`src/rtl/wt_pkg.sv`:
```
package wt_pkg;

    typedef enum logic [1:0] {
        WM_NORMAL = 2'd0,
        WM_PHASE  = 2'd1,
        WM_CTC    = 2'd2,
        WM_FAST   = 2'd3
    } wmode_e;

    typedef enum logic [1:0] {
        SEL_CNT  = 2'd0,
        SEL_CMP  = 2'd1,
        SEL_CTRL = 2'd2,
        SEL_FLAG = 2'd3
    } bsel_e;

    typedef enum logic {
        DIR_UP   = 1'b0,
        DIR_DOWN = 1'b1
    } dir_e;

    typedef enum logic {
        WV_LOW  = 1'b0,
        WV_HIGH = 1'b1
    } wv_e;

    typedef enum logic [1:0] {
        ACT_HOLD,
        ACT_SET,
        ACT_CLR,
        ACT_TOG
    } act_e;

    function automatic logic is_pwm(wmode_e m);
        return (m == WM_PHASE) || (m == WM_FAST);
    endfunction

    // action of an output code in the non-PWM modes
    function automatic act_e plain_action(logic [1:0] code);
        act_e a;
        unique case (code)
            2'b01:   a = ACT_TOG;
            2'b10:   a = ACT_CLR;
            2'b11:   a = ACT_SET;
            default: a = ACT_HOLD;
        endcase
        return a;
    endfunction

endpackage

```
`src/rtl/wt_counter.sv`:
```
module wt_counter
    import wt_pkg::*;
#(
    parameter int W = 8
) (
    input  logic         clk,
    input  logic         rst_n,
    input  logic         adv,
    input  logic         load,
    input  logic [W-1:0] load_val,
    input  wmode_e       mode,
    input  logic         ctc_clr,
    output logic [W-1:0] cnt_o,
    output dir_e         dir_o,
    output logic         wrap_evt_o,
    output logic         top_evt_o,
    output logic         bot_evt_o
);

    localparam logic [W-1:0] TOP  = {W{1'b1}};
    localparam logic [W-1:0] ZERO = '0;
    localparam logic [W-1:0] ONE  = {{(W-1){1'b0}}, 1'b1};

    dir_e         dir_q, dir_d;
    logic [W-1:0] cnt_q, cnt_d;

    // state register
    always_ff @(posedge clk) begin
        if (!rst_n) begin
            dir_q <= DIR_UP;
            cnt_q <= ZERO;
        end else begin
            dir_q <= dir_d;
            cnt_q <= cnt_d;
        end
    end

    // next state: TURN_DOWN and TURN_UP are the only direction changes
    always_comb begin
        dir_d = dir_q;
        cnt_d = cnt_q;
        if (load) begin
            cnt_d = load_val;
        end else if (adv) begin
            unique case (dir_q)
                DIR_UP: begin
                    if (mode == WM_PHASE && cnt_q == TOP) begin
                        dir_d = DIR_DOWN;
                        cnt_d = TOP - ONE;
                    end else if (ctc_clr) begin
                        cnt_d = ZERO;
                    end else begin
                        cnt_d = cnt_q + ONE;
                    end
                end
                DIR_DOWN: begin
                    if (mode != WM_PHASE) begin
                        dir_d = DIR_UP;
                        cnt_d = cnt_q + ONE;
                    end else if (cnt_q == ZERO) begin
                        dir_d = DIR_UP;
                        cnt_d = ONE;
                    end else begin
                        cnt_d = cnt_q - ONE;
                    end
                end
            endcase
        end
    end

    // outputs
    always_comb begin
        cnt_o      = cnt_q;
        dir_o      = dir_q;
        wrap_evt_o = adv && (mode != WM_PHASE) && (cnt_q == TOP);
        top_evt_o  = adv && (mode == WM_PHASE) && (dir_q == DIR_UP) && (cnt_q == TOP);
        bot_evt_o  = adv && (mode == WM_PHASE) && (dir_q == DIR_DOWN) && (cnt_q == ZERO);
    end

endmodule

```
`src/rtl/wt_compare.sv`:
```
module wt_compare
    import wt_pkg::*;
#(
    parameter int W = 8
) (
    input  logic         clk,
    input  logic         rst_n,
    input  logic         adv,
    input  logic         cnt_wr,
    input  logic         cmp_wr,
    input  logic [W-1:0] wr_val,
    input  wmode_e       mode,
    input  logic [W-1:0] cnt,
    input  logic         upd_evt,
    output logic [W-1:0] cmp_o,
    output logic         match_evt_o
);

    logic [W-1:0] buf_q;
    logic [W-1:0] act_q;
    logic         block_q;
    logic         buffered;

    assign buffered = is_pwm(mode);

    always_ff @(posedge clk) begin
        if (!rst_n) begin
            buf_q <= '0;
            act_q <= '0;
        end else begin
            if (cmp_wr) begin
                buf_q <= wr_val;
            end
            if (cmp_wr && !buffered) begin
                act_q <= wr_val;
            end else if (upd_evt && buffered) begin
                act_q <= buf_q;
            end
        end
    end

    // a counter write masks the match of the step that follows it
    always_ff @(posedge clk) begin
        if (!rst_n) begin
            block_q <= 1'b0;
        end else if (cnt_wr) begin
            block_q <= 1'b1;
        end else if (adv) begin
            block_q <= 1'b0;
        end
    end

    always_comb begin
        cmp_o       = act_q;
        match_evt_o = adv && !block_q && (cnt == act_q);
    end

endmodule

```
`src/rtl/wt_wave.sv`:
```
module wt_wave
    import wt_pkg::*;
#(
    parameter int W = 8
) (
    input  logic         clk,
    input  logic         rst_n,
    input  wmode_e       mode,
    input  logic [1:0]   oact,
    input  dir_e         dir,
    input  logic [W-1:0] cmp,
    input  logic         match_evt,
    input  logic         wrap_evt,
    input  logic         top_evt,
    input  logic         force_evt,
    input  logic [1:0]   force_code,
    output logic         wave_o,
    output logic         wave_en_o
);

    localparam logic [W-1:0] TOP = {W{1'b1}};

    wv_e  wv_q, wv_d;
    act_e act;
    logic at_top;

    assign at_top = (cmp == TOP);

    // action selection
    always_comb begin
        act = ACT_HOLD;
        if (force_evt) begin
            act = plain_action(force_code);
        end else begin
            unique case (mode)
                WM_NORMAL, WM_CTC: begin
                    if (match_evt) act = plain_action(oact);
                end
                WM_FAST: begin
                    if (oact[1]) begin
                        if (match_evt && !at_top)
                            act = oact[0] ? ACT_SET : ACT_CLR;
                        else if (wrap_evt)
                            act = oact[0] ? ACT_CLR : ACT_SET;
                    end
                end
                WM_PHASE: begin
                    if (oact[1]) begin
                        if (at_top && top_evt)
                            act = oact[0] ? ACT_SET : ACT_CLR;
                        else if (match_evt && !at_top) begin
                            if (dir == DIR_UP)
                                act = oact[0] ? ACT_SET : ACT_CLR;
                            else
                                act = oact[0] ? ACT_CLR : ACT_SET;
                        end
                    end
                end
            endcase
        end
    end

    // state register
    always_ff @(posedge clk) begin
        if (!rst_n) wv_q <= WV_LOW;
        else        wv_q <= wv_d;
    end

    // next state: RAISE and DROP
    always_comb begin
        wv_d = wv_q;
        unique case (wv_q)
            WV_LOW:  if (act == ACT_SET || act == ACT_TOG) wv_d = WV_HIGH;
            WV_HIGH: if (act == ACT_CLR || act == ACT_TOG) wv_d = WV_LOW;
        endcase
    end

    // outputs
    always_comb begin
        wave_o    = (wv_q == WV_HIGH);
        wave_en_o = is_pwm(mode) ? oact[1] : (oact != 2'b00);
    end

endmodule

```
`src/rtl/wave_timer.sv`:
```
module wave_timer
    import wt_pkg::*;
#(
    parameter int W = 8
) (
    input  logic         clk,
    input  logic         rst_n,
    input  logic         tick,
    input  logic         wr_en,
    input  logic [1:0]   wr_sel,
    input  logic [W-1:0] wr_data,
    output logic [W-1:0] cnt_o,
    output logic [W-1:0] cmp_o,
    output logic [7:0]   ctrl_o,
    output logic         wave_o,
    output logic         wave_en_o,
    output logic         ovf_flag_o,
    output logic         match_flag_o
);

    localparam int NFLAG = 2;

    bsel_e  sel;
    logic   cnt_wr, cmp_wr, ctrl_wr, flg_wr;
    logic   adv;
    wmode_e mode_q, new_mode;
    logic [1:0] oact_q;
    logic   force_evt;

    logic [W-1:0] cnt, cmp_act;
    dir_e   dir;
    logic   wrap_evt, top_evt, bot_evt, match_evt;
    logic   upd_evt, ctc_clr, ovf_evt;

    assign sel      = bsel_e'(wr_sel);
    assign cnt_wr   = wr_en && (sel == SEL_CNT);
    assign cmp_wr   = wr_en && (sel == SEL_CMP);
    assign ctrl_wr  = wr_en && (sel == SEL_CTRL);
    assign flg_wr   = wr_en && (sel == SEL_FLAG);
    assign adv      = tick && !cnt_wr;
    assign new_mode = wmode_e'(wr_data[1:0]);
    assign force_evt = ctrl_wr && wr_data[4] && !is_pwm(new_mode);

    always_ff @(posedge clk) begin
        if (!rst_n) begin
            mode_q <= WM_NORMAL;
            oact_q <= 2'b00;
        end else if (ctrl_wr) begin
            mode_q <= new_mode;
            oact_q <= wr_data[3:2];
        end
    end

    assign upd_evt = (mode_q == WM_FAST) ? wrap_evt : top_evt;
    assign ctc_clr = match_evt && (mode_q == WM_CTC);
    assign ovf_evt = wrap_evt || bot_evt;

    wt_counter #(.W(W)) u_cnt (
        .clk        (clk),
        .rst_n      (rst_n),
        .adv        (adv),
        .load       (cnt_wr),
        .load_val   (wr_data),
        .mode       (mode_q),
        .ctc_clr    (ctc_clr),
        .cnt_o      (cnt),
        .dir_o      (dir),
        .wrap_evt_o (wrap_evt),
        .top_evt_o  (top_evt),
        .bot_evt_o  (bot_evt)
    );

    wt_compare #(.W(W)) u_cmp (
        .clk         (clk),
        .rst_n       (rst_n),
        .adv         (adv),
        .cnt_wr      (cnt_wr),
        .cmp_wr      (cmp_wr),
        .wr_val      (wr_data),
        .mode        (mode_q),
        .cnt         (cnt),
        .upd_evt     (upd_evt),
        .cmp_o       (cmp_act),
        .match_evt_o (match_evt)
    );

    wt_wave #(.W(W)) u_wave (
        .clk        (clk),
        .rst_n      (rst_n),
        .mode       (mode_q),
        .oact       (oact_q),
        .dir        (dir),
        .cmp        (cmp_act),
        .match_evt  (match_evt),
        .wrap_evt   (wrap_evt),
        .top_evt    (top_evt),
        .force_evt  (force_evt),
        .force_code (wr_data[3:2]),
        .wave_o     (wave_o),
        .wave_en_o  (wave_en_o)
    );

    // sticky flags: bit 0 overflow, bit 1 compare match
    logic [NFLAG-1:0] flag_set, flag_q;
    assign flag_set = {match_evt, ovf_evt};

    for (genvar g = 0; g < NFLAG; g++) begin : g_flag
        always_ff @(posedge clk) begin
            if (!rst_n) flag_q[g] <= 1'b0;
            else        flag_q[g] <= flag_set[g] || (flag_q[g] && !(flg_wr && wr_data[g]));
        end
    end

    assign cnt_o        = cnt;
    assign cmp_o        = cmp_act;
    assign ctrl_o       = {3'b000, 1'b0, oact_q, mode_q};
    assign ovf_flag_o   = flag_q[0];
    assign match_flag_o = flag_q[1];

endmodule

```
`config.mk`:
```
export PLATFORM = sky130hd
export DESIGN_NAME = wave_timer
export DESIGN_NICKNAME = d
export VERILOG_FILES = /design/src/rtl/wt_pkg.sv /design/src/rtl/wt_counter.sv /design/src/rtl/wt_compare.sv /design/src/rtl/wt_wave.sv /design/src/rtl/wave_timer.sv
export SDC_FILE = /design/constraint.sdc
export NUM_CORES = 1
export LEC_CHECK = 0
export ABC_CLOCK_PERIOD_IN_PS = 3750
export BUFFER_PORTS_ARGS = -buffer_cell sky130_fd_sc_hd__buf_2
export CELL_PAD_IN_SITES_DETAIL_PLACEMENT = 0
export CELL_PAD_IN_SITES_GLOBAL_PLACEMENT = 1
export CORE_AREA = 2 2 85 79
export DETAILED_ROUTE_END_ITERATION = 8
export DIE_AREA = 0 0 87 81
export PLACE_DENSITY = 0.73
export SLEW_MARGIN = 20
export SYNTH_ARGS = -nofsm -noshare
export SYNTH_HDL_FRONTEND = slang
export SYNTH_HIERARCHICAL = 1
export SYNTH_SLANG_ARGS = --single-unit
```
`constraint.sdc`:
```
create_clock -name clk -period 3.75 [get_ports clk]
set_input_delay 0.5625 -clock clk [delete_from_list [all_inputs] [get_ports clk]]
set_output_delay 0.5625 -clock clk [all_outputs]
set_load 0.05 [all_outputs]
```
## Word level (Yosys, flattened, before mapping)

Cells that the tools add are included.

- Bits in registers: 33
- Input bits: 14
- Output and inout bits: 28
- Word-level logic and storage cells: 118

- Add/sub/neg operators: 2
- Equal/unequal tests: 21
- Multiplexer cells: 34
- Bitwise operators: 3
- Reduce and logical (&&, ||, !) cells: 48

Operators with widths:

| cell | number |
|---|---|
| $mux W8 | 8 |
| $logic_and A1 B1 Y1 | 26 |
| $eq A2 B2 Y1 const B | 11 |
| $mux W2 | 11 |
| $pmux W2 S3 | 3 |
| $eq A8 B8 Y1 const B | 2 |
| $pmux W8 S2 | 1 |
| $eq A2 B1 Y1 const B | 6 |
| $mux W1 | 9 |
| $add A8 B1 Y8 const B | 1 |
| $eq A8 B8 Y1 | 1 |
| $logic_not A8 Y1 | 1 |
| $sub A8 B1 Y8 const B | 1 |
| $logic_not A1 Y1 | 7 |
| $logic_or A1 B1 Y1 | 7 |
| $reduce_bool A2 Y1 | 3 |
| $logic_not A2 Y1 | 2 |
| $pmux W1 S2 | 2 |
| $not A1 Y1 | 3 |
| $ne A2 B1 Y1 const B | 1 |
| $reduce_and A2 Y1 | 1 |
| $reduce_or A2 Y1 | 1 |

## Longest topological paths before layout

Gate-level depths: netlist of the first run.

- Depth in word-level cells: 16
- Gate-level depth with buffers: 11
- Depth with buffers taken out: 11

## Hierarchy

Netlist of the first run, hierarchy kept.

By module, submodules not included:

| module | times used | cells each | area an instance (µm²) |
|---|---|---|---|
| wt_counter | 1 | 132 | 940.9 |
| wt_compare | 1 | 79 | 817.0 |
| wave_timer | 1 | 40 | 344.1 |
| wt_wave | 1 | 41 | 315.3 |

## Worst setup path after synthesis of the first run

No wires, ideal clock.

- Path kind: reg2reg
- Start point: register u_cnt.cnt_q[0] (netlist: u_cnt/cnt_o[0])
- End point: register u_cnt.cnt_q[3] (netlist: u_cnt/cnt_o[3])
- Library setup time: 123 ps
- Data arrival time: 2809 ps
- Data required time: 3627 ps
- Setup slack: 818 ps
- Cell stages (with the launch flop): 11
- Path buffers: 0
- Period minus slack after synthesis: 2932 ps
- Cells stage by stage: dfxtp_1 > xnor2_1 > nand3_1 > nor3_1 > inv_1 > nor3b_1 > inv_1 > o21ai_0 > o21ai_0 > a21oi_1 > o22ai_1

- Cells in the longest elaborated chain, start to end: 8
- Elaborated cells on any way between the ends: 15
- Classes of those cells: 2 x add/sub; 2 x eq/ne; 7 x mux; 4 x reduce/logical

RTL lines:

| what | RTL line | RTL |
|---|---|---|
| from (decl) | wt_counter.sv:25 | `logic [W-1:0] cnt_q, cnt_d;` |
| from (signal assigned) | wt_counter.sv:34 | `cnt_q <= cnt_d;` |
| $eq A8 B8 Y1 | wt_compare.sv:55 | `match_evt_o = adv && !block_q && (cnt == act_q);` |
| $logic_and A1 B1 Y1 | wt_compare.sv:55 |  |
| net match_evt | wave_timer.sv:32 | `logic wrap_evt, top_evt, bot_evt, match_evt;` |
| $logic_and A1 B1 Y1 | wave_timer.sv:55 | `assign ctc_clr = match_evt && (mode_q == WM_CTC);` |
| net ctc_clr | wave_timer.sv:33 | `logic upd_evt, ctc_clr, ovf_evt;` |
| $mux W8 | wt_counter.sv:50 | `end else if (ctc_clr) begin` |
| $mux W8 | wt_counter.sv:47 | `if (mode == WM_PHASE && cnt_q == TOP) begin` |
| $pmux W8 S2 | wt_counter.sv:45 | `unique case (dir_q)` |
| $mux W8 | wt_counter.sv:44 | `end else if (adv) begin` |
| $mux W8 | wt_counter.sv:42 | `if (load) begin` |

The timed path passes the listed nets, and every way through them passes these cells. The select of a mux whose other input is x is not followed.
A chain may end at the register's enable or synchronous reset.

## Worst setup path after layout of the first run

- Start point: register u_cnt.cnt_q[2] (netlist: u_cnt/cnt_o[2])
- End point: register u_cnt.cnt_q[3] (netlist: u_cnt/cnt_o[3])

Same word-level chain as after synthesis.

==> out/metrics.cfg, run 1 <==
[timing]
max_freq_mhz = 345.8
fin_skew_ps = 5.759
setup_tns_ps = 0
final_max_slew_viol_count = 0
rsz0062_at_grt = false
hold_viol_final = 0
setup_viol = 0
fin_crit_sh_pct = 77.11
worst_pin_slew_ps = 645.4
whs_ps = 510.0
period_needed_ps = 2892
max_slew_margin_pct = 56.52

[placed_design]
routabilityCongestion = 0.8500
place_area_um2 = 2606
portBuffers = 37
hpwl_um = 4778

[setup_path]
crit_chain = xnor2_1 -> nand3b_1 -> nor3_1 -> buf_4 -> inv_1 -> nor3b_1 -> inv_1 -> o21ai_0 -> o21ai_0 -> a21oi_1 -> o22ai_1
end_kind = flop
cp-start-kind = flop
worstSetupPathType = flop to flop
reg2reg_depth = 11
reg2reg_from = u_cnt/cnt_o[2]
cp.arrival_ps = 3080
cp_max_fo = 12
slowest_stage = dfxtp_1
max_stage_delay_ps = 620
rr_endpoint = u_cnt/cnt_o[3]
cp_data_required_time_ps = 3940
reg2reg_slack_ps = 860

[finish]
regArea_um2 = 660.6
multiInputGateArea_um2 = 1546
final_common_cell = buf_2
stdcell_area_um2 = 2721
n_antenna_cell = 0
post-route-util_pct = 43.40
fin_nets = 346
final_cell_mix = buf_2, dfxtp_1, nand2_1
drive_above_1_share_pct = 22.46
fill_cells = 665
syn_to_final_growth_pct = 12.58

[worst_hold_path]
holdPathStages = 2
min_to = u_cmp/cmp_o[4]
hold_class = flop to flop
worstHoldStart = u_cmp/cmp_o[4]

[clocking]
clk_pin_slew_ps = 80
cts_max_level = 2
cts_tree = done
cts_inserted_buffers = 5
clock_path_buffers = 2
cts.sinks = 33
cts_setup_buffers = 0
hold_buffers = 0
insertion_delay_ps = 300
cts_root_buf = clkbuf_8
cts_resized = 0

[synthesis]
synth_xor_area_share_pct = 5.072
yosysSeqAreaShare_pct = 27.33
async_flop_share_pct = 0
synth.area.mux_share_pct = 8.489
yosysWarnings = 6
synth_edf_count = 0
ys_seq_elements = 33
syn_inst = 292
syn_avg_cell_area_um2 = 8.278
synth_compound_area_share_pct = 20.86
synthFlopType = dfxtp_1
synth_fa_ha_area_share_pct = 4.141
ys_types = 63
netlist_area_um2 = 2417
synth_simple_gate_area_share_pct = 24.79
synth_top_family_by_area = simple AND/OR/NAND/NOR gates

[routing]
routed_wl_um = 6518
viasPerCell = 5.563
wl_per_cell_um = 16.30
ant_nets = 0
via_count = 2225
first_pass_iters = 4
drcViolationCount = 0
drt_iter0_drc = 142

[floorplan]
die-width_um = 87
rows = 28
core_um2 = 6271
io_pins = 42
dieArea_um2 = 7047
die_height_um = 81
start_util_pct = 38.55

[global_route]
grt_start_max_net_pins = 38
antenna_found_initial = 0
grt_pass1_vias = 2064
grt-ovfl-total = 0
grt_pass1_wl_um = 10690
track_usage_pct = 19.44

[job]
drv_cap = 0

[run_status]
status = finished clean

[pwr]
p_leak_nw = 1.086
total_power_mw = 0.9767
peakVddDrop_v = 0.0002716
power_density_nw_per_um2 = 358.9

[flip-flops by register name, indices dropped and copies added (netlist names)]
register       flops
u_cmp/cmp_o        8
mode_q             2
u_cmp/block_q      1
u_cnt/cnt_o        8
u_cnt/dir_o        1
oact_q             2
u_cmp/buf_q        8
u_wave/wave_o      1
match_flag_o       1
ovf_flag_o         1
[area by class of cell]
class	count	area share, %
tap	75	3.448
sequential	33	24.28
timing repair buffer	42	8.184
clock buffer	5	2.529
multi-input combinational	220	56.83
clock inverter	3	1.701
inverter	22	3.034
[kinds of logic after synthesis]
logic type,Yosys count
XOR/XNOR,14
flip-flops,33
AND/OR/NAND/NOR,105
buffers and inverters,42
adder cells (fa/ha/maj),8
other,1
multiplexers,19
AO/OA/AOI/OAI,70
[synthesized netlist by cell type, drive strengths merged, types with 6 or more instances]
library cell  count  area [um2]
o221ai            8       70.07
mux2i            16       160.2
xnor2            13       113.9
ha                8       100.1
nand4             6       37.54
o21ai            12       63.81
buf              15       118.9
nand2            22       82.58
nand3             7       35.03
a21oi            19       128.9
nor2             21       78.83
nor2b            11       68.82
inv              21       78.83
dfxtp            33       660.6
[worst max-delay path: cells and delay by family (launching register included)]
| kind | cells | cell delay [ps] |
|---|---|---|
| buffers and inverters | 3 | 360 |
| xor gates and xnor gates | 1 | 180 |
| AOI/OAI and AO/OA | 4 | 990 |
| DFF | 1 | 620 |
| and+or+nand+nor | 3 | 630 |
[where the power goes]
| part | switching, mW | internal [mW] | total [mW] |
|---|---|---|---|
| clock network | 0.152 | 0.199 | 0.351 |
| registers | 0.0257 | 0.366 | 0.391 |
| logic | 0.148 | 0.0858 | 0.234 |
[metrics by stage]
step	setup WS, ps	std cells
after floorplan	817.8	295
after global placement	761.8	392
after detailed placement	701.1	392
after CTS	892.6	400
after global routing	552.9	400
final	858.4	400
[metal layers]
layer	wire (um)	global-route usage, %	vias to the layer above
li1	-	-	1105
met1	3297	28.01	1055
met2	2857	29.31	56
met3	274	3.659	9
met4	89	5.781	0
met5	0	0	-
[worst max path at each step]
| stage | startpoint | endpoint | slack [ps] | cells past startpoint |
|---|---|---|---|---|
| 2_1_floorplan | u_cnt/cnt_o[0] | u_cnt/cnt_o[3] | 820 | 10 |
| 3_3_place_gp | wr_en | u_cnt/cnt_o[3] | 760 | 13 |
| 3_5_place_dp | wr_en | u_cnt/cnt_o[3] | 700 | 13 |
| 4_1_cts | u_cnt/cnt_o[2] | u_cnt/cnt_o[3] | 890 | 11 |
| 5_1_grt | u_cnt/cnt_o[4] | u_cnt/cnt_o[3] | 550 | 11 |
| 6_report | u_cnt/cnt_o[2] | u_cnt/cnt_o[3] | 860 | 11 |
(Power assumes the default switching activity.)
==> run 2: changes to the inputs <==
--- a/config.mk
+++ b/config.mk
@@ -5,14 +5,14 @@
 export SDC_FILE = /design/constraint.sdc
 export NUM_CORES = 1
 export LEC_CHECK = 0
-export ABC_CLOCK_PERIOD_IN_PS = 3750
+export ABC_CLOCK_PERIOD_IN_PS = 2550
 export BUFFER_PORTS_ARGS = -buffer_cell sky130_fd_sc_hd__buf_2
 export CELL_PAD_IN_SITES_DETAIL_PLACEMENT = 0
 export CELL_PAD_IN_SITES_GLOBAL_PLACEMENT = 1
-export CORE_AREA = 2 2 85 79
+export CORE_AREA = 2 2 88 81
 export DETAILED_ROUTE_END_ITERATION = 8
-export DIE_AREA = 0 0 87 81
-export PLACE_DENSITY = 0.73
+export DIE_AREA = 0 0 90 83
+export PLACE_DENSITY = 0.72
 export SLEW_MARGIN = 20
 export SYNTH_ARGS = -nofsm -noshare
 export SYNTH_HDL_FRONTEND = slang
==> constraint.sdc (replaced) <==
create_clock -name clk -period 2.55 [get_ports clk]
set_input_delay 0.3825 -clock clk [delete_from_list [all_inputs] [get_ports clk]]
set_output_delay 0.3825 -clock clk [all_outputs]
set_load 0.05 [all_outputs]
==> run 2 against run 1 <==
Flip-flop and latch count did not move; final area is 3.3% higher; largest power group unchanged; clock skew rose by 5.5 ps; power up 48%; hold slack got worse by 160 ps; wire length increased by 2.5%; clock-buffer cell count stayed put; sequential share of layout area decreased by 0.055 points; combinational power is 50% higher; die area rose by 6.0%; cell count grew 5.3%.
==> out/metrics.cfg, run 2 (synthesis gave the netlist of run 1 again) <==
[placed_design]
hpwl_um = 5018  ; +5.0%
routabilityCongestion = 0.9056  ; +6.5%
dp_cells = 413  ; +5.4%
portBuffers = 37  ; unchanged

[clocking]
cts_max_level = 2  ; unchanged
cts.sinks = 33  ; unchanged
clock_path_buffers = 2  ; unchanged
cts_setup_buffers = 0  ; unchanged
cts_root_buf = clkbuf_8
cts_resized = 0  ; unchanged
clk_pin_slew_ps = 80  ; about the same
cts_tree = done
insertion_delay_ps = 300  ; about the same
cts_inserted_buffers = 5  ; unchanged
hold_buffers = 0  ; unchanged

[worst_hold_path]
holdPathStages = 2  ; unchanged
hold_class = input pin to flop
worstHoldStart = wr_data[1]
min_to = match_flag_o

[setup_path]
cp_data_required_time_ps = 2750  ; -1190 ps
cp_max_fo = 8  ; -4
end_kind = flop
reg2reg_from = u_cnt/cnt_o[1]
reg2reg_slack_ps = 300  ; -560 ps
cp.arrival_ps = 2450  ; -630 ps
worstSetupPathType = flop to flop
max_stage_delay_ps = 690  ; +70 ps
crit_chain = ha_1 -> nand3_1 -> nor4_1 -> nor2_1 -> a22o_1 -> a21oi_1
cp-start-kind = flop
slowest_stage = nor4_1
rr_endpoint = u_cnt/cnt_o[6]
reg2reg_depth = 6  ; -5

[finish]
n_antenna_cell = 0  ; unchanged
regArea_um2 = 680.7  ; +3.0%
drive_above_1_share_pct = 29.00  ; +6.5 points
syn_to_final_growth_pct = 16.25
multiInputGateArea_um2 = 1551  ; +0.32%
final_cell_mix = buf_2, nand2_1, inv_1, nor2_1, dfxtp_1
finalNonFillerCells = 421  ; +5.3%
final_common_cell = buf_2
fill_cells = 711  ; +6.9%
fin_nets = 352  ; +1.7%

[timing]
period_needed_ps = 2254  ; -637.9 ps
hold_viol_final = 0  ; unchanged
max_freq_mhz = 443.7  ; +28%
fin_crit_sh_pct = 88.38  ; +11 points
fin_skew_ps = 11.21  ; +5.455 ps
final_max_slew_viol_count = 0  ; unchanged
worst_pin_slew_ps = 728.8  ; +83.47 ps
rsz0062_at_grt = false
whs_ps = 352.2  ; -157.8 ps
max_slew_margin_pct = 50.96  ; -5.6 points
setup_tns_ps = 0  ; unchanged
setup_viol = 0  ; unchanged

[job]
drv_cap = 0  ; unchanged

[floorplan]
dieArea_um2 = 7470  ; +6.0%
core_um2 = 6516  ; +3.9%
die_height_um = 83  ; +2.5%
rows = 28  ; unchanged
io_pins = 42  ; unchanged
start_util_pct = 37.10  ; -1.5 points
die-width_um = 90  ; +3.4%

[global_route]
grt_pass1_wl_um = 11100  ; +3.8%
grt-ovfl-total = 0  ; unchanged
grt_start_max_net_pins = 20  ; -47%
antenna_found_initial = 0  ; unchanged
track_usage_pct = 18.36  ; -1.1 points
grt_pass1_vias = 2078  ; +0.68%

[routing]
wl_per_cell_um = 15.87  ; -2.6%
drt_iter0_drc = 132  ; -7.0%
routed_wl_um = 6681  ; +2.5%
first_pass_iters = 4  ; unchanged
drcViolationCount = 0  ; unchanged
via_count = 2219  ; -0.27%
viasPerCell = 5.271  ; -5.2%
ant_nets = 0  ; unchanged

[pwr]
peakVddDrop_v = 0.0003698  ; +36%
p_leak_nw = 1.126  ; +3.6%
power_density_nw_per_um2 = 515.3  ; +44%
total_power_mw = 1.448  ; +48%

[run_status]
status = finished clean

run 2: worst max path at each step:
stage	start	end	slack [ps]	depth (start not counted)
finish	u_cnt/cnt_o[1]	u_cnt/cnt_o[6]	300	6
global route	u_cnt/cnt_o[2]	u_cnt/cnt_o[5]	40	10
CTS	u_cnt/cnt_o[1]	u_cmp/cmp_o[7]	360	8
detailed placement	wr_en	u_cnt/cnt_o[3]	170	13
global placement	wr_en	u_cnt/cnt_o[3]	220	13
floorplan	u_cnt/cnt_o[0]	u_cnt/cnt_o[3]	40	10
run 2: area by class of cell:
cell class	count	area share, %
well taps	90	4.007
repair buffers	48	9.528
clock inverters	3	1.647
clock buffers	5	2.449
inverters	22	2.939
multi-input cells	220	55.21
flip-flops and latches	33	24.22
run 2: worst max-delay path, delay by kind of cell (launching register included):
| kind | cells | cell delay [ps] |
|---|---|---|
| adders and majority gates | 1 | 240 |
| DFF | 1 | 460 |
| AOI/OAI and AO/OA | 2 | 500 |
| and+or+nand+nor | 3 | 950 |
run 2: report_power, final:
group	internal, mW	total [mW]	switching (mW)
clock	0.293	0.519	0.226
sequential	0.541	0.580	0.0386
combinational	0.129	0.350	0.221
run 2: stage by stage:
step / setup WS [ps] / util (%) / instance area [um2]
3_3_place_gp: 215.2 / 41.36 / 2695
2_1_floorplan: 43.61 / - / 2454
3_5_place_dp: 172.4 / 41.36 / 2695
4_1_cts: 355.4 / 43.13 / 2810
6_report: 296.3 / 43.13 / 2810
5_1_grt: 43.07 / 43.13 / 2810
run 2: layer usage:
metal / vias to the layer above / track usage (%) / wire length [um]
met5: - / 0 / 0
met1: 1024 / 27.09 / 3397
met2: 65 / 26.79 / 2879
li1: 1123 / - / -
met4: 0 / 5.874 / 92
met3: 7 / 3.448 / 311
==> run 3: changes to the inputs <==
--- a/config.mk
+++ b/config.mk
@@ -7,12 +7,14 @@
 export LEC_CHECK = 0
 export ABC_CLOCK_PERIOD_IN_PS = 2550
 export BUFFER_PORTS_ARGS = -buffer_cell sky130_fd_sc_hd__buf_2
+export CAP_MARGIN = 20
 export CELL_PAD_IN_SITES_DETAIL_PLACEMENT = 0
 export CELL_PAD_IN_SITES_GLOBAL_PLACEMENT = 1
 export CORE_AREA = 2 2 88 81
 export DETAILED_ROUTE_END_ITERATION = 8
 export DIE_AREA = 0 0 90 83
 export PLACE_DENSITY = 0.72
+export RECOVER_POWER = 25
 export SLEW_MARGIN = 20
 export SYNTH_ARGS = -nofsm -noshare
 export SYNTH_HDL_FRONTEND = slang
==> run 3 against run 2 <==
Clock skew up 1.5 ps; critical path depth up 5; register-to-register slack about the same; largest cell class unchanged; clock power about the same; worst setup slack better by 4.7 ps; hold slack worse by 1.7 ps; sequential share of layout area up 0.076 points; maximum frequency up 0.21%; flip-flop and latch count unchanged; critical path type unchanged; via count up 0.45%; die area unchanged.
==> out/metrics.cfg, run 3 (synthesis gave the netlist of run 1 again) <==
[floorplan]
start_util_pct = 37.10  ; unchanged
die_height_um = 83  ; unchanged
rows = 28  ; unchanged
io_pins = 42  ; unchanged
dieArea_um2 = 7470  ; unchanged
core_um2 = 6516  ; unchanged
die-width_um = 90  ; unchanged

[clocking]
hold_buffers = 0  ; unchanged
cts_resized = 0  ; unchanged
cts_tree = done
cts.sinks = 33  ; unchanged
clk_pin_slew_ps = 80  ; about the same
cts_root_buf = clkbuf_8
clock_path_buffers = 2  ; unchanged
cts_max_level = 2  ; unchanged
cts_setup_buffers = 0  ; unchanged
insertion_delay_ps = 300  ; about the same
cts_inserted_buffers = 5  ; unchanged

[timing]
max_freq_mhz = 444.6  ; +0.21%
hold_viol_final = 0  ; unchanged
worst_pin_slew_ps = 715.3  ; -13.50 ps
rsz0062_at_grt = false
setup_viol = 0  ; unchanged
final_max_slew_viol_count = 0  ; unchanged
fin_crit_sh_pct = 88.20  ; -0.18 points
max_slew_margin_pct = 51.87  ; +0.91 points
fin_skew_ps = 12.70  ; +1.485 ps
period_needed_ps = 2249  ; -4.688 ps
whs_ps = 350.5  ; -1.669 ps
setup_tns_ps = 0  ; unchanged

[worst_hold_path]
worstHoldStart = wr_data[1]
holdPathStages = 2  ; unchanged
hold_class = input pin to flop
min_to = match_flag_o

[placed_design]
dp_cells = 413  ; unchanged
portBuffers = 37  ; unchanged
routabilityCongestion = 0.9056  ; unchanged
hpwl_um = 5018  ; unchanged

[run_status]
status = finished clean

[pwr]
p_leak_nw = 1.113  ; -1.2%
power_density_nw_per_um2 = 515.8  ; +0.10%
peakVddDrop_v = 0.0003681  ; -0.48%

[routing]
ant_nets = 0  ; unchanged
drt_iter0_drc = 132  ; unchanged
first_pass_iters = 4  ; unchanged
wl_per_cell_um = 15.87  ; unchanged
via_count = 2229  ; +0.45%
viasPerCell = 5.295  ; +0.45%
routed_wl_um = 6681  ; unchanged
drcViolationCount = 0  ; unchanged

[setup_path]
reg2reg_from = u_cnt/cnt_o[1]
reg2reg_slack_ps = 300  ; about the same
crit_start = u_cnt/cnt_o[1]
worstSetupPathType = flop to flop
critPathBufInv = 3  ; +3
max_stage_delay_ps = 450  ; -240 ps
cp.arrival_ps = 2420  ; -30 ps
reg2reg_depth = 11  ; +5
cp-start-kind = flop
cp_data_required_time_ps = 2720  ; -30 ps
cp_max_fo = 8  ; unchanged
crit_family = simple AND/OR/NAND/NOR gates
end_kind = flop
path_depth = 11  ; +5
crit_chain = xnor2_1 -> nand4_1 -> nor3_2 -> inv_1 -> nor3b_1 -> inv_1 -> o21ai_0 -> buf_4 -> o21ai_0 -> a21oi_1 -> o22ai_1
rr_endpoint = u_cnt/cnt_o[3]
slowest_stage = dfxtp_2

[finish]
final_common_cell = buf_2
fin_nets = 352  ; unchanged
drive_above_1_share_pct = 27.49  ; -1.5 points
syn_to_final_growth_pct = 15.89
finalNonFillerCells = 421  ; unchanged
n_antenna_cell = 0  ; unchanged
fill_cells = 713  ; +0.28%
final_cell_mix = buf_2, nand2_1, inv_1, nor2_1, dfxtp_1

[global_route]
track_usage_pct = 18.36  ; unchanged
grt-ovfl-total = 0  ; unchanged
grt_pass1_wl_um = 11100  ; unchanged
grt_start_max_net_pins = 20  ; unchanged
grt_pass1_vias = 2078  ; unchanged
antenna_found_initial = 0  ; unchanged

[job]
drv_cap = 0  ; unchanged

-- run 3: area by class of cell --
type / count / area (um2) / area share [%]
clock inverter: 3 / 46.29 / 1.653
timing repair buffer: 48 / 260.3 / 9.290
tap: 90 / 112.6 / 4.020
inverter: 22 / 82.58 / 2.948
multi-input combinational: 220 / 1550 / 55.34
sequential: 33 / 680.7 / 24.30
clock buffer: 5 / 68.82 / 2.456
-- run 3: where the power goes --
| part | switching, mW | internal [mW] | total, mW |
|---|---|---|---|
| clock | 0.225 | 0.293 | 0.518 |
| combinational | 0.221 | 0.127 | 0.348 |
| sequential | 0.0382 | 0.541 | 0.579 |
-- run 3: routing by layer --
metal | vias to the layer above | share of wire [%] | track usage, %
met5 | - | 0 | 0
met4 | 0 | 0.97 | 5.874
met1 | 1032 | 50 | 27.09
met3 | 5 | 6.0 | 3.448
li1 | 1121 | - | -
met2 | 71 | 43 | 26.79
-- run 3: worst max path at each step --
| stage | to |
|---|---|
| 2_1_floorplan | u_cnt/cnt_o[3] |
| 5_1_grt | u_cnt/cnt_o[3] |
| 3_3_place_gp | u_cnt/cnt_o[3] |
| 6_report | u_cnt/cnt_o[3] |
| 3_5_place_dp | u_cnt/cnt_o[3] |
| 4_1_cts | u_cmp/cmp_o[7] |
-- run 3: through the flow --
stage          util [%]  setup slack, ps  total power, mW  cell area, um2
2_1_floorplan         -            43.61           0.8560            2454
3_3_place_gp      41.36            215.2           0.9435            2695
3_5_place_dp      41.36            172.4           0.9399            2695
4_1_cts           43.13            355.4            1.458            2810
5_1_grt           42.99            28.20            1.510            2801
6_report          42.99            301.0            1.445            2801
